===== src/rtl/bfly_pkg.sv =====
package bfly_pkg;

  // Number of register stages from input sample to result.
  localparam int PIPE_DEPTH = 3;

  // Number of real twiddle products per butterfly.
  localparam int NUM_PROD = 4;

  // Per-stage load strobes handed from control to datapath.
  typedef struct packed {
    logic capMul;    // stage 1: multiply, x first delay
    logic capAlign;  // stage 2: realign, x second delay
    logic capSum;    // stage 3: add/subtract into outputs
  } bflyStrobe_t;

endpackage


===== src/rtl/bfly_ctrl.sv =====
module bfly_ctrl
  import bfly_pkg::*;
(
  input  logic        clk,
  input  logic        rst,
  input  logic        inValid,
  output bflyStrobe_t strobe,
  output logic        outValid
);

  logic [PIPE_DEPTH-1:0] vldQ;

  always_ff @(posedge clk) begin
    if (rst) vldQ[0] <= 1'b0;
    else     vldQ[0] <= inValid;
  end

  genvar s;
  generate
    for (s = 1; s < PIPE_DEPTH; s++) begin : g_vld
      always_ff @(posedge clk) begin
        if (rst) vldQ[s] <= 1'b0;
        else     vldQ[s] <= vldQ[s-1];
      end
    end
  endgenerate

  always_comb begin
    strobe.capMul   = inValid;
    strobe.capAlign = vldQ[0];
    strobe.capSum   = vldQ[1];
  end

  assign outValid = vldQ[PIPE_DEPTH-1];

  // every result traces back to an accepted input three cycles earlier
  p_latency_r6: assert property (@(posedge clk) disable iff (rst)
    outValid |-> $past(inValid, 3));

endmodule


===== src/rtl/bfly_mul_align.sv =====
module bfly_mul_align #(
  parameter int W = 16
) (
  input  logic                clk,
  input  logic                capMul,
  input  logic                capAlign,
  input  logic signed [W-1:0] opA,
  input  logic signed [W-1:0] opB,
  output logic        [W-1:0] aligned
);

  localparam int PW = 2 * W;

  logic signed [PW-1:0] prod;
  logic        [W-1:0]  hiQ;
  logic                 loMsbQ;
  logic        [W-2:0]  lowUnused;
  logic                 topUnused;

  assign prod      = opA * opB;
  assign lowUnused = prod[W-2:0];
  assign topUnused = hiQ[W-1];

  // Stage 1: upper half registered, lower-half sign bit captured alongside.
  always_ff @(posedge clk) begin
    if (capMul) begin
      hiQ    <= prod[PW-1:W];
      loMsbQ <= prod[W-1];
    end
  end

  // Stage 2: delayed upper half shifted left, lower MSB inserted as LSB.
  always_ff @(posedge clk) begin
    if (capAlign) aligned <= {hiQ[W-2:0], loMsbQ};
  end

endmodule


===== src/rtl/bfly_datapath.sv =====
module bfly_datapath
  import bfly_pkg::*;
#(
  parameter int W = 16
) (
  input  logic        clk,
  input  logic        rst,
  input  bflyStrobe_t strobe,
  input  logic [W-1:0] xRe,
  input  logic [W-1:0] xIm,
  input  logic [W-1:0] yRe,
  input  logic [W-1:0] yIm,
  input  logic [W-1:0] wRe,
  input  logic [W-1:0] wIm,
  output logic [W-1:0] aRe,
  output logic [W-1:0] aIm,
  output logic [W-1:0] bRe,
  output logic [W-1:0] bIm
);

  // Product index: 0 = yRe*wRe, 1 = yIm*wIm, 2 = yRe*wIm, 3 = yIm*wRe
  logic signed [W-1:0] mulA [NUM_PROD];
  logic signed [W-1:0] mulB [NUM_PROD];
  logic        [W-1:0] prodQ [NUM_PROD];

  assign mulA[0] = yRe;  assign mulB[0] = wRe;
  assign mulA[1] = yIm;  assign mulB[1] = wIm;
  assign mulA[2] = yRe;  assign mulB[2] = wIm;
  assign mulA[3] = yIm;  assign mulB[3] = wRe;

  genvar g;
  generate
    for (g = 0; g < NUM_PROD; g++) begin : g_mul
      bfly_mul_align #(.W(W)) i_mul (
        .clk      (clk),
        .capMul   (strobe.capMul),
        .capAlign (strobe.capAlign),
        .opA      (mulA[g]),
        .opB      (mulB[g]),
        .aligned  (prodQ[g])
      );
    end
  endgenerate

  // x delay line matching the two product stages
  logic [W-1:0] xReD1, xImD1, xReD2, xImD2;

  always_ff @(posedge clk) begin
    if (strobe.capMul) begin
      xReD1 <= xRe;
      xImD1 <= xIm;
    end
    if (strobe.capAlign) begin
      xReD2 <= xReD1;
      xImD2 <= xImD1;
    end
  end

  // Stage 3: wraparound add/subtract, outputs cleared by reset
  always_ff @(posedge clk) begin
    if (rst) begin
      aRe <= '0;
      aIm <= '0;
      bRe <= '0;
      bIm <= '0;
    end else if (strobe.capSum) begin
      aRe <= xReD2 + prodQ[0] - prodQ[1];
      aIm <= xImD2 + prodQ[2] + prodQ[3];
      bRe <= xReD2 - prodQ[0] + prodQ[1];
      bIm <= xImD2 - prodQ[2] - prodQ[3];
    end
  end

  logic [W-1:0] pairRe, pairIm;
  assign pairRe = aRe + bRe;
  assign pairIm = aIm + bIm;

  // real sum and difference outputs add up to twice the delayed x
  p_real_pair_r1: assert property (@(posedge clk) disable iff (rst)
    strobe.capSum |=> pairRe == {$past(xReD2[W-2:0]), 1'b0});

  // the same holds for the imaginary outputs
  p_imag_pair_r2: assert property (@(posedge clk) disable iff (rst)
    strobe.capSum |=> pairIm == {$past(xImD2[W-2:0]), 1'b0});

  // outputs are held when no result is written
  p_hold_r9: assert property (@(posedge clk) disable iff (rst)
    !strobe.capSum |=> $stable({aRe, aIm, bRe, bIm}));

endmodule


===== src/rtl/q15_butterfly.sv =====
module q15_butterfly
  import bfly_pkg::*;
#(
  parameter int DATA_W = 16
) (
  input  logic              clk,
  input  logic              rst,
  input  logic              inValid,
  input  logic [DATA_W-1:0] xRe,
  input  logic [DATA_W-1:0] xIm,
  input  logic [DATA_W-1:0] yRe,
  input  logic [DATA_W-1:0] yIm,
  input  logic [DATA_W-1:0] wRe,
  input  logic [DATA_W-1:0] wIm,
  output logic              outValid,
  output logic [DATA_W-1:0] aRe,
  output logic [DATA_W-1:0] aIm,
  output logic [DATA_W-1:0] bRe,
  output logic [DATA_W-1:0] bIm
);

  bflyStrobe_t strobe;

  bfly_ctrl i_ctrl (
    .clk      (clk),
    .rst      (rst),
    .inValid  (inValid),
    .strobe   (strobe),
    .outValid (outValid)
  );

  bfly_datapath #(.W(DATA_W)) i_dp (
    .clk    (clk),
    .rst    (rst),
    .strobe (strobe),
    .xRe    (xRe),
    .xIm    (xIm),
    .yRe    (yRe),
    .yIm    (yIm),
    .wRe    (wRe),
    .wIm    (wIm),
    .aRe    (aRe),
    .aIm    (aIm),
    .bRe    (bRe),
    .bIm    (bIm)
  );

endmodule


===== config.mk =====
export PLATFORM = sky130hd
export DESIGN_NAME = q15_butterfly
export DESIGN_NICKNAME = d
export VERILOG_FILES = /design/src/rtl/bfly_pkg.sv /design/src/rtl/bfly_ctrl.sv /design/src/rtl/bfly_mul_align.sv /design/src/rtl/bfly_datapath.sv /design/src/rtl/q15_butterfly.sv
export SDC_FILE = /design/constraint.sdc
export NUM_CORES = 2
export LEC_CHECK = 0
export CORE_AREA = 8 8 352 423
export CTS_BUF_LIST = sky130_fd_sc_hd__clkbuf_4 sky130_fd_sc_hd__clkbuf_8
export CTS_CLUSTER_SIZE = 24
export DETAILED_ROUTE_END_ITERATION = 7
export DIE_AREA = 0 0 360 431
export HOLD_SLACK_MARGIN = 0.02
export PLACE_DENSITY_LB_ADDON = 0.12
export SLEW_MARGIN = 20
export SYNTH_ARGS = -nofsm -noshare
export SYNTH_HDL_FRONTEND = slang
export SYNTH_SLANG_ARGS = --single-unit
export TNS_END_PERCENT = 30

===== constraint.sdc =====
create_clock -name clk -period 11.7 [get_ports clk]
set_input_delay 2.34 -clock clk [delete_from_list [all_inputs] [get_ports clk]]
set_output_delay 2.34 -clock clk [all_outputs]
set_load 0.05 [all_outputs]

==> metrics <==
status=finished, final reports clean; slowest stage cell, crit path=clkdlybuf4s50_1; Post-CTS Resized=0; largest net degree at the start of global routing=68; Core Box Area=142,000 sq um; Final Hold Viols=0; Starting Density=0.348; Mapped Area=49,400 sq um; fin crit share=0.802; DR iter-0 viols=1,105; worst path cell trace=clkdlybuf4s50_1 > and2_1 > fa_1 > inv_1 > fa_1 > inv_1 > fa_1 > fa_1 > fa_1 > inv_1 > fa_1 > inv_1 > ha_1 > nand4_1 > a211oi_1 > o21ai_0 > o21ai_0 > a21oi_1 > xnor2_1; cts bufs inserted=50; hold buffer count at cts=0; Via Count=32,800; Worst-Margin Slew=1.09 ns; Total Wirelength=132 mm; Max Slew Vio Count=0; Post-Syn Instances=5,049; number of global-route vias before repair=37,400; clock buffer depth=3; gr usage total=0.174; Post-CTS Setup Bufs=0; TritonCTS clock tree=yes; first-pass GRT wire length=212 mm; RSZ-0062 raised after global routing=false; area leader, netlist=fa_1; setup_tns=0 ns; Skew-Pair Late Insertion Delay=0.64 ns; Worst path max stage delay=0.95 ns; EDFF count, synth=192; worst endpoint required time=12.10 ns; Crit path top cell by count=fa_1; syn_nets=6,601; htree depth=2; Vias/cell=4.66; Clock Tree Root=clkbuf_8; Synth Area per Inst=9.78 sq um; TritonRoute pass-1 iters=5; Main synth FF type=edfxtp_1; hold depth=0; max-cap violations=0; drt wl/cell=18.8 um; synthesis-to-layout area growth=10.0%; Clock Sinks=259; register area share after synthesis=0.144; Worst Reg2Reg Path Length in Cells=12; Worst path top cell family by delay=adder cells; row count=152; WS Path Type=in -> reg; area of the die=155,000 sq um; top-count cell post-synth=inv_1; min-delay src=i_dp.g_mul[2].i_mul.hiQ[5]; CP bufs+invs=5; #FFs+latches synth=259; Die Span X=360 um; post-synth top area share=0.438; reg-to-reg critical path startpoint=i_dp.g_mul[1].i_mul.aligned[1]; reg2reg end=i_dp.bRe[13]; worst reg2reg setup slack=7.97 ns; antenna violation net count after detailed routing=0; Yosys cell types=75; Fmax=107 MHz; Max Clock Skew=0.0277 ns; DIE HEIGHT=431 um; crit end category=register; Worst Path Arrival=9.78 ns; Final #Nets=6,690; DPL Wire Length=110 mm; worst min-delay path category=reg -> reg; Yosys Warn Count=0; final setup violation count=0; Max transition margin=0.271; top cells by count, synth=inv_1 (1,286), fa_1 (1,081), nand2_1 (548); initial antenna violation count=10; layout cells sized above 1=0.0382; CP max FO=16; Buffers on Ports=163; number of I/O pins=164; grt ovf=0; nature of the critical path startpoint=input pin; # fillers=14,400; Final GP Congestion=0.810; final worst path period need=9.39 ns; Clock transition at path regs=0.06 ns; hold path endpoint=i_dp.g_mul[2].i_mul.aligned[6]; largest cells by area after synthesis=fa_1 (44%), edfxtp_1 (12%), inv_1 (9.8%), ha_1 (9.4%), and2_1 (5.9%); # DRC=0; ys async rst share=0
-- layout make-up --
type	instances	area (sq um)	share of cell area
diodes	6	15.0	0.000276
clock buffers	62	778	0.0143
clock inverters	29	309	0.00569
inverters	1288	4830	0.0890
multi-input cells	3289	36700	0.675
flip-flops and latches	259	7110	0.131
well taps	1848	2310	0.0426
repair buffers	250	2320	0.0427
-- stage by stage --
stage          std cells  utilization  worst slack, ns  hold slack (ns)  instance area (sq um)
3_5_place_dp        6934        0.375             1.39            0.405                  53200
2_1_floorplan       5049            -             3.41            0.400                  49400
6_report            7031        0.382             2.31            0.413                  54300
5_1_grt             7026        0.382             1.90            0.418                  54300
3_3_place_gp        6934        0.375             1.37            0.401                  53200
4_1_cts             7025        0.382             2.12            0.414                  54300
-- layer usage --
layer,share of wire,global-route usage
met1,0.44,0.219
met2,0.51,0.323
met3,0.031,0.0164
met4,0.020,0.0358
met5,0.000076,0
-- state kept, by name, summed over array words and instances, names as in the netlist, 16 cells and up --
register	count
i_dp.g_mul.i_mul.aligned	64
i_dp.g_mul.i_mul.hiQ	60
i_dp.aIm	16
i_dp.aRe	16
i_dp.bIm	16
i_dp.bRe	16
i_dp.xImD1	16
i_dp.xImD2	16
i_dp.xReD1	16
i_dp.xReD2	16
-- worst reg2reg max path, cell delays in order, from the launching register on --
cell and delay (ns):
edfxtp_1 0.38, inv_1 0.07, fa_1 0.63, inv_1 0.08
ha_1 0.27, a21o_1 0.16, a21oi_1 0.21, o21bai_1 0.12
a21boi_0 0.48, nor4_1 0.13, a2111oi_2 0.58, xor2_1 0.33
o22ai_1 0.13
-- cells in the final DEF, fill, tap and decap left out, types with 90 or more instances in the layout --
cell             instances
inv_1                 1286
fa_1                  1081
nand2_1                548
and2_1                 465
ha_1                   372
edfxtp_1               192
clkdlybuf4s50_1        159
nor2_1                 141
xnor2_1                107
a21oi_1                 90
-- cells by family after synthesis --
group                    after synthesis  share of synthesized area
AO/OA/AOI/OAI                        318                     0.0434
adder cells (fa/ha/maj)             1453                      0.532
buffers and inverters               1501                      0.114
flip-flops                           259                      0.144
multiplexers                          27                    0.00550
XOR/XNOR                             146                     0.0259
AND/OR/NAND/NOR                     1345                      0.135
-- worst max-delay path by stage --
stage / from / to / slack [ns] / cells past startpoint
floorplan: yIm[15] / i_dp.g_mul[3].i_mul.hiQ[14] / 3.41 / 21
global placement: wIm[3] / i_dp.g_mul[1].i_mul.hiQ[14] / 1.37 / 19
detailed placement: wIm[3] / i_dp.g_mul[1].i_mul.hiQ[14] / 1.39 / 19
CTS: wIm[3] / i_dp.g_mul[1].i_mul.hiQ[14] / 2.12 / 19
global route: wIm[3] / i_dp.g_mul[1].i_mul.hiQ[14] / 1.90 / 19
finish: wIm[3] / i_dp.g_mul[1].i_mul.hiQ[14] / 2.31 / 19
Power is left out: the tool's default activity adds up to more than one toggle a clock period on the data nets, which glitch-free logic cannot reach.
